===== config.mk =====
export PLATFORM = sky130hd
export DESIGN_NAME = halt_seq
export DESIGN_NICKNAME = d
export VERILOG_FILES = /design/src/rtl/halt_seq_pkg.sv /design/src/rtl/halt_entry_qual.sv /design/src/rtl/halt_stab_counter.sv /design/src/rtl/halt_seq.sv
export SDC_FILE = /design/constraint.sdc
export NUM_CORES = 1
export LEC_CHECK = 0
export BUFFER_PORTS_ARGS = -buffer_cell sky130_fd_sc_hd__buf_2
export CAP_MARGIN = 25
export CORE_MARGIN = 4
export CORE_UTILIZATION = 48
export DETAILED_ROUTE_END_ITERATION = 12
export GPL_ROUTABILITY_DRIVEN = 0
export PLACE_DENSITY = 0.82
export SLEW_MARGIN = 5
export SYNTH_ARGS = -nofsm -noshare
export SYNTH_HDL_FRONTEND = slang
export SYNTH_SLANG_ARGS = --single-unit
export TNS_END_PERCENT = 1

===== constraint.sdc =====
create_clock -name clk -period 1.6 [get_ports clk]
set_input_delay 0.16 -clock clk [delete_from_list [all_inputs] [get_ports clk]]
set_output_delay 0.16 -clock clk [all_outputs]
set_load 0.05 [all_outputs]

===== src/rtl/halt_seq_pkg.sv =====
package halt_seq_pkg;

    typedef enum logic [1:0] {
        ST_RUN    = 2'd0,
        ST_HALTED = 2'd1,
        ST_STAB   = 2'd2
    } hs_state_e;

    localparam logic [1:0] MASK_OPEN = 2'b10;

endpackage


===== src/rtl/halt_entry_qual.sv =====
module halt_entry_qual (
    input  logic in_run,
    input  logic halt_strobe,
    input  logic osc_irq_en,
    input  logic wdog_on,
    input  logic wdog_halt_opt,
    output logic go_halt,
    output logic go_wdog,
    output logic go_alt
);
    logic req;

    always_comb begin
        req     = in_run && halt_strobe;
        go_alt  = req && osc_irq_en;
        go_wdog = req && !osc_irq_en && wdog_on && !wdog_halt_opt;
        go_halt = req && !osc_irq_en && !(wdog_on && !wdog_halt_opt);
    end
endmodule


===== src/rtl/halt_stab_counter.sv =====
module halt_stab_counter #(
    parameter int SHORT_CYCLES = 256,
    parameter int LONG_CYCLES  = 4096
) (
    input  logic clk,
    input  logic rst_n,
    input  logic load,
    input  logic restart,
    input  logic run,
    input  logic long_sel,
    output logic done
);
    localparam int CW = (LONG_CYCLES > 1) ? $clog2(LONG_CYCLES) : 1;
    localparam logic [CW-1:0] SHORT_LAST = CW'(SHORT_CYCLES - 1);
    localparam logic [CW-1:0] LONG_LAST  = CW'(LONG_CYCLES - 1);

    logic [CW-1:0] cnt_q;
    logic          long_q;

    always_ff @(posedge clk or negedge rst_n) begin
        if (!rst_n) begin
            cnt_q  <= '0;
            long_q <= 1'b0;
        end else if (load) begin
            cnt_q  <= '0;
            long_q <= long_sel;
        end else if (restart) begin
            cnt_q  <= '0;
        end else if (run) begin
            cnt_q  <= cnt_q + 1'b1;
        end
    end

    always_comb begin
        done = (cnt_q == (long_q ? LONG_LAST : SHORT_LAST));
    end
endmodule


===== src/rtl/halt_seq.sv =====
module halt_seq
    import halt_seq_pkg::*;
#(
    parameter int SHORT_CYCLES = 256,
    parameter int LONG_CYCLES  = 4096
) (
    input  logic       clk,
    input  logic       rst_n,
    input  logic       halt_strobe,
    input  logic       osc_irq_en,
    input  logic       wdog_on,
    input  logic       wdog_halt_opt,
    input  logic       wake_irq,
    input  logic       other_irq,
    input  logic       reset_req,
    input  logic       long_delay,
    output logic       osc_en,
    output logic       cpu_clk_en,
    output logic       periph_clk_en,
    output logic       mask_force_en,
    output logic [1:0] mask_force_val,
    output logic       wdog_rst_req,
    output logic       alt_lowpower_req,
    output logic       resume_pulse,
    output logic       resume_is_reset
);
    hs_state_e state_q, state_d;
    logic      go_halt, go_wdog, go_alt;
    logic      cnt_load, cnt_restart, cnt_done;
    logic      cause_rst_q, cause_rst_d;
    logic      resume_d;
    logic      unused_irq;

    assign unused_irq = other_irq;

    halt_entry_qual qual_i (
        .in_run        (state_q == ST_RUN),
        .halt_strobe   (halt_strobe),
        .osc_irq_en    (osc_irq_en),
        .wdog_on       (wdog_on),
        .wdog_halt_opt (wdog_halt_opt),
        .go_halt       (go_halt),
        .go_wdog       (go_wdog),
        .go_alt        (go_alt)
    );

    halt_stab_counter #(
        .SHORT_CYCLES (SHORT_CYCLES),
        .LONG_CYCLES  (LONG_CYCLES)
    ) cnt_i (
        .clk      (clk),
        .rst_n    (rst_n),
        .load     (cnt_load),
        .restart  (cnt_restart),
        .run      (state_q == ST_STAB),
        .long_sel (long_delay),
        .done     (cnt_done)
    );

    // next state and wake bookkeeping
    always_comb begin
        state_d     = state_q;
        cause_rst_d = cause_rst_q;
        cnt_load    = 1'b0;
        cnt_restart = 1'b0;
        resume_d    = 1'b0;
        unique case (state_q)
            ST_RUN: begin
                if (go_halt) state_d = ST_HALTED;
            end
            ST_HALTED: begin
                if (reset_req || wake_irq) begin
                    state_d     = ST_STAB;
                    cause_rst_d = reset_req;
                    cnt_load    = 1'b1;
                end
            end
            ST_STAB: begin
                if (reset_req) begin
                    cause_rst_d = 1'b1;
                    cnt_restart = 1'b1;
                end else if (cnt_done) begin
                    state_d  = ST_RUN;
                    resume_d = 1'b1;
                end
            end
            default: state_d = ST_RUN;
        endcase
    end

    // state register
    always_ff @(posedge clk or negedge rst_n) begin
        if (!rst_n) begin
            state_q          <= ST_RUN;
            cause_rst_q      <= 1'b0;
            resume_pulse     <= 1'b0;
            wdog_rst_req     <= 1'b0;
            alt_lowpower_req <= 1'b0;
        end else begin
            state_q          <= state_d;
            cause_rst_q      <= cause_rst_d;
            resume_pulse     <= resume_d;
            wdog_rst_req     <= go_wdog;
            alt_lowpower_req <= go_alt;
        end
    end

    // state-decoded outputs
    always_comb begin
        osc_en         = 1'b1;
        cpu_clk_en     = 1'b1;
        periph_clk_en  = 1'b1;
        mask_force_en  = 1'b0;
        mask_force_val = MASK_OPEN;
        unique case (state_q)
            ST_RUN: ;
            ST_HALTED: begin
                osc_en        = 1'b0;
                cpu_clk_en    = 1'b0;
                periph_clk_en = 1'b0;
                mask_force_en = 1'b1;
            end
            ST_STAB: begin
                cpu_clk_en    = 1'b0;
                periph_clk_en = 1'b0;
                mask_force_en = 1'b1;
            end
            default: ;
        endcase
        resume_is_reset = cause_rst_q;
    end
endmodule


==> results.json, run 1 <==
{
  "max-vdd-ir-drop_mv": 1.96,
  "layout_setup_ws_ns": -0.0486,
  "clk_pin_slew_ns": 0.11,
  "yosysTopAreaCellShare_pct": 45.7,
  "finalHoldViolations": 0,
  "rsz0062_at_grt": "true",
  "ios": 20,
  "critPathBufInv": 0,
  "clock-sinks": 19,
  "antenna_found_initial": 0,
  "remaining_drc_errors": 0,
  "crit_path_start_kind": "flip-flop",
  "power.switching_fraction_pct": 45.5,
  "synth-seq-cells": 19,
  "htreeDepth": 1,
  "cts_buffers": 3,
  "ys.warnings.count": 0,
  "hold_class": "in -> reg",
  "final_cell_mix": "28 x buf_4, 19 x dfrtp_1, 12 x buf_2, 11 x nand2_1, 11 x o21ai_0",
  "syn_avg_cell_area_um2": 9.72,
  "arrival_ns": 1.85,
  "die_y_um": 54.5,
  "seqCellArea_um2": 475,
  "worstSetupPathType": "reg -> reg",
  "path_cells": "ha_2 -> and3_4 -> nand2_4 -> o31ai_4 -> o311a_4 -> mux2_4",
  "p_switching_w": 0.00110,
  "rows": 16,
  "end_kind": "flip-flop",
  "combinationalPowerShare_pct": 63.8,
  "viasPerCell": 5.83,
  "root_buffer": "clkbuf_4",
  "cts_tree": "built",
  "initial_core_util_pct": 51.9,
  "clk_latency_ns": 0.30,
  "power_w": 0.00242,
  "die_area_mm2": 0.00297,
  "grt_remaining_overflow": 0,
  "area_growth_pct": 43.8,
  "hold_ws_ns": 0.0324,
  "p_int_w": 0.00132,
  "grt_pass1_wl_um": 4060,
  "clock_path_buffers": 2,
  "fin_nets": 166,
  "yosys.area.top_type": "dfrtp_1",
  "setup_violations": 4,
  "grt.total_usage_pct": 19.4,
  "synthTopCellsByArea": "dfrtp_1 46%, ha_1 6.0%, o21ai_0 5.8%",
  "max_freq_mhz": 607,
  "slew_viol_final": 0,
  "p_per_area_mw_per_mm2": 1620,
  "coreArea_mm2": 0.00200,
  "cap_violations": 0,
  "clockPowerShare_pct": 10.4,
  "min_period_ns": 1.65,
  "drtIter0Drc": 30,
  "status": "complete, but fails checks",
  "first_pass_iters": 4,
  "grt_pass1_vias": 938,
  "synth_cell_type_count": 35,
  "diodes": 0,
  "synth_nets": 122,
  "dp_hpwl_um": 1790,
  "multi_input_area_um2": 622,
  "power_frac_seq_pct": 25.8,
  "die_x_um": 54.5,
  "async_reset_ff_share_pct": 100,
  "synthesis.area_mm2": 0.00104,
  "critPathMaxFanout": 2,
  "worst_ep_required_time_ns": 1.80,
  "leakage_nw": 0.748,
  "final_common_cell": "buf_4",
  "violations": "setup timing",
  "synth_edf_count": 0,
  "yosys_most_used_dff": "dfrtp_1",
  "grt_max_degree": 20,
  "cpMaxStageDelayCell": "dfrtp_1",
  "wire_per_inst_um": 15.0,
  "wl_um": 2660,
  "cpPeakStageDelay_ns": 0.38,
  "min_period_over_period_pct": 103,
  "clock_skew_ns": 0.00383,
  "fill_cells": 135,
  "vias": 1032,
  "final_antenna_net_count": 0,
  "synth-seq-area-share_pct": 45.7,
  "path_delay_family": "compound AO/OA/AOI/OAI gates",
  "netlist_instances": 107,
  "drive_above_1_share_pct": 46.7,
  "portBuffers": 16
}
## flip-flops by register name (all words and copies together), names as in the netlist
signal / cells
alt_lowpower_req: 1
cnt_i.cnt_q: 12
cnt_i.long_q: 1
resume_is_reset: 1
resume_pulse: 1
state_q: 2
wdog_rst_req: 1
## through the flow
| stage | setup slack (ns) | utilization (%) | cell area (µm²) | TNS, ns | cells |
|---|---|---|---|---|---|
| 4_1_cts | -0.106 | 72.4 | 1450 | -0.264 | 174 |
| 2_1_floorplan | -0.143 | - | 1080 | -0.347 | 107 |
| 3_5_place_dp | -0.224 | 66.4 | 1330 | -2.24 | 167 |
| 5_1_grt | -0.104 | 74.7 | 1500 | -0.424 | 177 |
| 3_3_place_gp | -0.122 | 66.4 | 1330 | -1.17 | 167 |
| 6_report | -0.0486 | 74.7 | 1500 | -0.158 | 177 |
## area by class of cell
type	instances	share of cell area (%)
clock buffer	3	1.51
clock inverter	1	0.335
timing repair buffer	44	21.0
inverter	4	1.51
sequential	19	31.8
tap	27	2.26
multi-input combinational	79	41.6
## cells in the mapped netlist, types with 2 or more instances
| master | n |
|---|---|
| nand2_1 | 12 |
| dfrtp_1 | 19 |
| nor3_1 | 3 |
| a22o_1 | 2 |
| conb_1 | 2 |
| nor2_1 | 5 |
| a21o_1 | 2 |
| a31oi_1 | 3 |
| nand3_1 | 4 |
| o31ai_1 | 5 |
| o21ai_0 | 12 |
| and3_1 | 3 |
| mux2_1 | 2 |
| nand2b_1 | 3 |
| inv_1 | 4 |
| buf_4 | 3 |
| ha_1 | 5 |
## power by group through the flow
stage,sequential [W],combinational (W),clock (W)
2_1_floorplan,0.000686,0.000920,0
3_3_place_gp,0.000617,0.00125,0
3_5_place_dp,0.000625,0.00129,0
4_1_cts,0.000620,0.00148,0.000249
5_1_grt,0.000633,0.00165,0.000279
6_report,0.000623,0.00154,0.000251
## worst paths after layout
kind	from	to	slack, ns	cells past startpoint
max in group asynchronous	rst_n	cnt_i.cnt_q[0]$_DFFE_PN0P_	1.01	2
setup / recovery	cnt_i.cnt_q[0]$_DFFE_PN0P_	state_q[1]$_DFFE_PN0P_	-0.05	6
min in group asynchronous	rst_n	cnt_i.cnt_q[9]$_DFFE_PN0P_	0.30	2
setup reg to reg	cnt_i.cnt_q[0]$_DFFE_PN0P_	state_q[1]$_DFFE_PN0P_	-0.05	6
hold reg to reg	cnt_i.cnt_q[11]$_DFFE_PN0P_	cnt_i.cnt_q[11]$_DFFE_PN0P_	0.52	1
hold / removal	osc_irq_en	wdog_rst_req$_DFF_PN0_	0.03	2
## worst register-to-register path, delay by kind of cell (launching register included)
kind                     cells  cell delay [ns]
multiplexers                 1             0.30
flip-flops                   1             0.38
adder cells (fa/ha/maj)      1             0.19
AND/OR/NAND/NOR              2             0.26
AO/OA/AOI/OAI                2             0.42
## kinds of logic (layout without fill, tap and decap cells)
family,Yosys count,in the layout,synth area share [%]
simple gates,37,37,18.2
compound gates,31,31,20.8
other cells,2,2,0.722
fa+ha+maj,5,5,6.02
buf+inv,9,52,4.45
mux,3,3,3.25
flops,19,19,45.7
xor+xnor,1,1,0.843
## layer usage
| layer | global-route usage (%) | wire [µm] | vias up |
|---|---|---|---|
| li1 | - | - | 467 |
| met1 | 22.8 | 1060 | 504 |
| met2 | 34.1 | 1390 | 48 |
| met3 | 2.72 | 134 | 13 |
| met4 | 9.96 | 76 | 0 |
| met5 | 0 | 0 | - |
## timing repair
action                                  CTS  global route
hold endpoints to repair                 19             0
pin swaps                                 3             8
endpoints found under the setup margin   17            11
buffers inserted                          2             3
hold buffers                              1             0
gates resized for setup                  18             9
Note: power is estimated with default switching activity, not from simulation.
==> run 2: changes to the inputs <==
--- a/config.mk
+++ b/config.mk
@@ -5,12 +5,13 @@
 export SDC_FILE = /design/constraint.sdc
 export NUM_CORES = 1
 export LEC_CHECK = 0
-export BUFFER_PORTS_ARGS = -buffer_cell sky130_fd_sc_hd__buf_2
+export BUFFER_PORTS_ARGS = -buffer_cell sky130_fd_sc_hd__clkbuf_2
 export CAP_MARGIN = 25
 export CORE_MARGIN = 4
 export CORE_UTILIZATION = 48
 export DETAILED_ROUTE_END_ITERATION = 12
 export GPL_ROUTABILITY_DRIVEN = 0
+export HOLD_SLACK_MARGIN = 0.02
 export PLACE_DENSITY = 0.82
 export SLEW_MARGIN = 5
 export SYNTH_ARGS = -nofsm -noshare
==> run 2 against run 1 <==
The flow still finishes with violations (setup timing). Die area did not move. Final area is 1.2% higher. Sequential power decreased by 2%. Combinational power increased by 7%. Via count decreased by 0.29%. Maximum frequency is 0.42% higher. Non-clock buffer count increased by 1. Clock skew barely moved. Hold slack lost 0.012 ns. Global-route usage increased by 2.8 points. Largest power group unchanged.
==> results.json, run 2 (synthesis results as in run 1) <==
{
  "layout_setup_ws_ns": -0.0417,
  "crit_path_start_kind": "flip-flop",
  "clk_pin_slew_ns": 0.11,
  "initial_core_util_pct": 51.9,
  "cts_tree": "built",
  "violations": "setup timing",
  "status": "complete, but fails checks",
  "cap_violations": 0,
  "hold_ws_ns": 0.0200,
  "grt_remaining_overflow": 0,
  "reg_top3": "cnt_i.cnt_q x12, state_q x2",
  "grt.total_usage_pct": 22.2,
  "root_buffer": "clkbuf_4",
  "first_pass_iters": 4,
  "diodes": 0,
  "final_cell_mix": "28 x buf_4, 19 x dfrtp_1, 12 x clkbuf_2, 11 x nand2_1, 9 x o21ai_0",
  "cts_buffers": 3,
  "clk_latency_ns": 0.31,
  "final_common_cell": "buf_4",
  "path_delay_family": "compound AO/OA/AOI/OAI gates",
  "final_cell_area_mm2": 0.00151,
  "critPathMaxFanout": 2,
  "fin_nets": 167,
  "p_per_area_mw_per_mm2": 1670,
  "wire_per_inst_um": 16.4,
  "regMostFlops": "cnt_i.cnt_q",
  "worstSetupPathType": "reg -> reg",
  "setup_tns_ns": -0.135,
  "wl_um": 2930,
  "remaining_drc_errors": 0,
  "min_period_ns": 1.64,
  "ios": 20,
  "min_period_over_period_pct": 103,
  "grt_pass1_wl_um": 4600,
  "die_area_mm2": 0.00297,
  "max-vdd-ir-drop_mv": 2.14,
  "slew_viol_final": 0,
  "arrival_ns": 1.85,
  "max_freq_mhz": 609,
  "finalHoldViolations": 0,
  "portBuffers": 16,
  "grt_max_degree": 20,
  "fin_util_pct": 75.6,
  "rsz0062_at_grt": "true",
  "antenna_found_initial": 0,
  "fill_cells": 133,
  "drtIter0Drc": 18,
  "cpPeakStageDelay_ns": 0.37,
  "final_antenna_net_count": 0,
  "path_cells": "ha_2 -> and3_4 -> nand2_4 -> o31ai_4 -> o311a_4 -> mux2_4",
  "end_kind": "flip-flop",
  "pre_cts_slack_ns": -0.318,
  "area_growth_pct": 45.5,
  "viasPerCell": 5.78,
  "clock_skew_ns": 0.00354,
  "largest_reg_flops": 12,
  "hold_class": "in -> reg",
  "die_y_um": 54.5,
  "setup_violations": 4,
  "drive_above_1_share_pct": 45.7,
  "dpl_cell_area_mm2": 0.00133,
  "critPathBufInv": 0,
  "htreeDepth": 1,
  "grt_pass1_vias": 1064,
  "clock_path_buffers": 2,
  "dp_hpwl_um": 1940,
  "leakage_nw": 0.759,
  "worst_ep_required_time_ns": 1.81,
  "die_x_um": 54.5,
  "vias": 1029,
  "cpMaxStageDelayCell": "dfrtp_1",
  "rows": 16,
  "clock-sinks": 19,
  "coreArea_mm2": 0.00200
}
==> run 2: area by class of cell <==
class                   instances  area (µm²)  area share (%)
repair buffers                 45         334            22.1
well taps                      27        33.8            2.23
flip-flops and latches         19         475            31.4
inverters                       4        22.5            1.49
clock buffers                   4        26.3            1.74
multi-input cells              79         621            41.0
==> run 2: through the flow <==
step                std cells  total power [W]
floorplan                 107          0.00161
global placement          167          0.00187
finish                    178          0.00252
detailed placement        167          0.00194
CTS                       174          0.00239
global route              178          0.00265
==> run 2: path summary, 6_finish.rpt <==
check                                       startpoint                          end  slack [ns]  cells past startpoint
max                         cnt_i.cnt_q[0]$_DFFE_PN0P_       state_q[1]$_DFFE_PN0P_       -0.04                      6
min                                         osc_irq_en       wdog_rst_req$_DFF_PN0_        0.02                      2
max reg2reg                 cnt_i.cnt_q[0]$_DFFE_PN0P_       state_q[1]$_DFFE_PN0P_       -0.04                      6
min reg2reg                cnt_i.cnt_q[11]$_DFFE_PN0P_  cnt_i.cnt_q[11]$_DFFE_PN0P_        0.54                      1
max in group asynchronous                        rst_n   cnt_i.cnt_q[7]$_DFFE_PN0P_        0.95                      2
min in group asynchronous                        rst_n   cnt_i.cnt_q[2]$_DFFE_PN0P_        0.32                      2
==> run 2: layer usage <==
metal	track usage (%)	share of wire [%]
met1	22.2	36
met2	39.0	53
met3	4.63	5.9
met4	18.3	4.9
met5	0	0
==> run 2: what timing repair did <==
item                                    4_1_cts  5_1_grt
pin swaps                                     4        3
setup buffers                                 2        4
endpoints found under the hold margin        19        0
endpoints found under the setup margin       17       15
hold buffers                                  1        0
gates resized for setup                      19       12
==> run 2: power breakdown <==
part	switching, W	total, W	internal (W)
Combinational	0.000919	0.00165	0.000733
Sequential	0.0000558	0.000612	0.000556
Clock	0.000162	0.000259	0.0000975
==> run 3: changes to the inputs <==
--- a/config.mk
+++ b/config.mk
@@ -8,13 +8,14 @@
 export BUFFER_PORTS_ARGS = -buffer_cell sky130_fd_sc_hd__clkbuf_2
 export CAP_MARGIN = 25
 export CORE_MARGIN = 4
-export CORE_UTILIZATION = 48
+export CORE_UTILIZATION = 53
 export DETAILED_ROUTE_END_ITERATION = 12
 export GPL_ROUTABILITY_DRIVEN = 0
 export HOLD_SLACK_MARGIN = 0.02
-export PLACE_DENSITY = 0.82
+export PLACE_DENSITY = 0.85
 export SLEW_MARGIN = 5
 export SYNTH_ARGS = -nofsm -noshare
 export SYNTH_HDL_FRONTEND = slang
+export SYNTH_HIERARCHICAL = 1
 export SYNTH_SLANG_ARGS = --single-unit
 export TNS_END_PERCENT = 1
==> constraint.sdc (replaced) <==
create_clock -name clk -period 1.8 [get_ports clk]
set_input_delay 0.18 -clock clk [delete_from_list [all_inputs] [get_ports clk]]
set_output_delay 0.18 -clock clk [all_outputs]
set_load 0.05 [all_outputs]
==> run 3 against run 2 <==
The run still ends with setup timing left. Register-to-register slack worse by 0.26 ns. First-iteration DRC count shrank 5.6%. Sequential cell count did not move. Final cell count is 3.9% lower. Non-clock buffer count shrank 9. Die area down 5.0%. Hold slack better by 0.034 ns. Synthesized cell count increased by 1.9%. Worst setup slack lost 0.26 ns. Clock skew fell by 0.00071 ns. Critical endpoint unchanged.
==> results.json, run 3 <==
{
  "wl_um": 2610,
  "synth-seq-area-share_pct": 44.0,
  "arrival_ns": 2.30,
  "seqCellArea_um2": 475,
  "clockPowerShare_pct": 13.0,
  "worst_ep_required_time_ns": 2.00,
  "yosys_most_used_dff": "dfrtp_1",
  "synth.most_common_cell": "dfrtp_1",
  "dpl_cell_area_mm2": 0.00131,
  "worstSetupPathType": "reg -> reg",
  "diodes": 0,
  "grt_max_degree": 20,
  "yosysTopAreaCellShare_pct": 44.0,
  "synth_nets": 124,
  "hold_class": "in -> reg",
  "rows": 16,
  "final_antenna_net_count": 0,
  "layout_setup_ws_ns": -0.301,
  "grt_pass1_vias": 951,
  "syn_avg_cell_area_um2": 9.92,
  "finalHoldViolations": 0,
  "yosys.area.top_type": "dfrtp_1",
  "synth_edf_count": 0,
  "cts_buffers": 3,
  "regMostFlops": "cnt_i/cnt_q",
  "slew_viol_final": 0,
  "viasPerCell": 5.39,
  "final_cell_area_mm2": 0.00136,
  "die_x_um": 53.2,
  "fill_cells": 148,
  "htreeDepth": 1,
  "die_y_um": 53.2,
  "final_cell_mix": "19 x dfrtp_1, 18 x buf_4, 16 x clkbuf_2, 14 x nor2_1, 7 x nand2_1",
  "final_common_cell": "dfrtp_1",
  "ys.warnings.count": 6,
  "async_reset_ff_share_pct": 100,
  "root_buffer": "clkbuf_4",
  "power_w": 0.00172,
  "clock_path_buffers": 2,
  "synth-seq-cells": 19,
  "status": "complete, but fails checks",
  "reg_top3": "cnt_i/cnt_q x12, state_q x2",
  "initial_core_util_pct": 55.7,
  "remaining_drc_errors": 0,
  "max_freq_mhz": 476,
  "min_period_over_period_pct": 117,
  "fin_nets": 160,
  "cts_tree": "built",
  "p_per_area_mw_per_mm2": 1260,
  "critPathMaxFanout": 2,
  "power.switching_fraction_pct": 46.0,
  "drtIter0Drc": 17,
  "first_pass_iters": 4,
  "cap_violations": 0,
  "rsz0062_at_grt": "true",
  "synth_commonest_cells": "19 x dfrtp_1, 15 x nor2_1, 7 x inv_1, 7 x nand2_1",
  "crit_path_start_kind": "flip-flop",
  "setup_violations": 3,
  "clk_latency_ns": 0.30,
  "grt_remaining_overflow": 0,
  "antenna_found_initial": 0,
  "leakage_nw": 0.656,
  "netlist_instances": 109,
  "wire_per_inst_um": 15.3,
  "grt.total_usage_pct": 21.4,
  "combinationalPowerShare_pct": 55.2,
  "end_kind": "flip-flop",
  "coreArea_mm2": 0.00194,
  "vias": 922,
  "synth_cell_type_count": 38,
  "power_frac_seq_pct": 31.9,
  "ios": 20,
  "dp_hpwl_um": 1990,
  "portBuffers": 16,
  "p_switching_w": 0.000791,
  "min_period_ns": 2.10,
  "clk_pin_slew_ns": 0.11,
  "grt_pass1_wl_um": 4240,
  "max-vdd-ir-drop_mv": 1.10,
  "largest_reg_flops": 12,
  "p_int_w": 0.000928,
  "clock-sinks": 19,
  "postCtsSetupBuffers": 0,
  "clock_skew_ns": 0.00283,
  "synthesis.area_mm2": 0.00108,
  "synthTopCellsByArea": "dfrtp_1 44%, ha_1 5.8%, nor2_1 5.2%",
  "area_growth_pct": 26.0,
  "drive_above_1_share_pct": 38.9,
  "die_area_mm2": 0.00283,
  "multi_input_area_um2": 564,
  "violations": "setup timing"
}
## run 3: what timing repair did
action | in CTS | in global routing
hold buffers | 1 | 0
pin swaps | 1 | 0
endpoints found under the setup margin | 4 | 7
gates cloned | 0 | 0
gates resized for setup | 1 | 6
hold endpoints to repair | 19 | 0
## run 3: cell type report
| class | instances | share of cell area (%) |
|---|---|---|
| Multi-Input combinational cell | 78 | 41.4 |
| Clock buffer | 4 | 1.93 |
| Timing Repair Buffer | 36 | 17.4 |
| Inverter | 7 | 1.93 |
| Sequential cell | 19 | 34.9 |
| Tap cell | 27 | 2.48 |
## run 3: power by group through the flow
stage / combinational, W / clock, W / sequential (W)
2_1_floorplan: 0.000567 / 0 / 0.000607
3_3_place_gp: 0.000857 / 0 / 0.000541
3_5_place_dp: 0.000906 / 0 / 0.000552
4_1_cts: 0.000922 / 0.000227 / 0.000543
5_1_grt: 0.00102 / 0.000238 / 0.000553
6_report: 0.000949 / 0.000223 / 0.000548
## run 3: final timing paths
| kind | slack (ns) | cells after the start | start | endpoint |
|---|---|---|---|---|
| hold / removal | 0.05 | 2 | osc_irq_en | wdog_rst_req$_DFF_PN0_ |
| setup / recovery | -0.30 | 7 | cnt_i/cnt_q[10]$_DFFE_PN0P_ | state_q[1]$_DFFE_PN0P_ |
| setup reg to reg | -0.30 | 7 | cnt_i/cnt_q[10]$_DFFE_PN0P_ | state_q[1]$_DFFE_PN0P_ |
| max in group asynchronous | 1.13 | 2 | rst_n | cnt_i/long_q$_DFFE_PN0P_ |
| min in group asynchronous | 0.35 | 2 | rst_n | cnt_i/cnt_q[6]$_DFFE_PN0P_ |
| hold reg to reg | 0.58 | 1 | resume_is_reset$_DFFE_PN0P_ | resume_is_reset$_DFFE_PN0P_ |
## run 3: cells by family after synthesis
logic type	Yosys count	share of synthesized area, %
AOI/OAI and AO/OA	15	10.1
xor gates and xnor gates	7	5.67
adders and majority gates	5	5.79
buffers and inverters	12	5.32
DFF	19	44.0
muxes	3	3.01
other	2	0.695
and+or+nand+nor	46	25.5
## run 3: worst max-delay path, cell delays in order, from the launching register on
cell and delay [ns]:
dfrtp_1 0.39, or4_1 0.52, nor2_1 0.10, a31oi_1 0.05
nor3_2 0.19, nand2b_4 0.07, a222oi_1 0.29, mux2_2 0.38
## run 3: stage by stage
| step | util (%) | setup TNS, ns | std cells | setup WS [ns] | hold WS, ns |
|---|---|---|---|---|---|
| finish | 70.2 | -0.548 | 171 | -0.301 | 0.0538 |
| global route | 70.2 | -0.938 | 171 | -0.412 | 0.0661 |
| CTS | 69.5 | -0.589 | 171 | -0.313 | 0.0460 |
| detailed placement | 67.5 | -0.623 | 166 | -0.311 | 0.155 |
| global placement | 67.5 | -0.410 | 166 | -0.224 | 0.147 |
| floorplan | - | -1.59 | 109 | -0.236 | -0.116 |
## run 3: per-layer routing
| metal | vias to the layer above | GRT usage [%] | share of wire (%) |
|---|---|---|---|
| li1 | 442 | - | - |
| met1 | 450 | 24.9 | 40 |
| met2 | 23 | 36.2 | 54 |
| met3 | 7 | 3.94 | 3.6 |
| met4 | 0 | 12.8 | 2.7 |
| met5 | - | 0 | 0 |
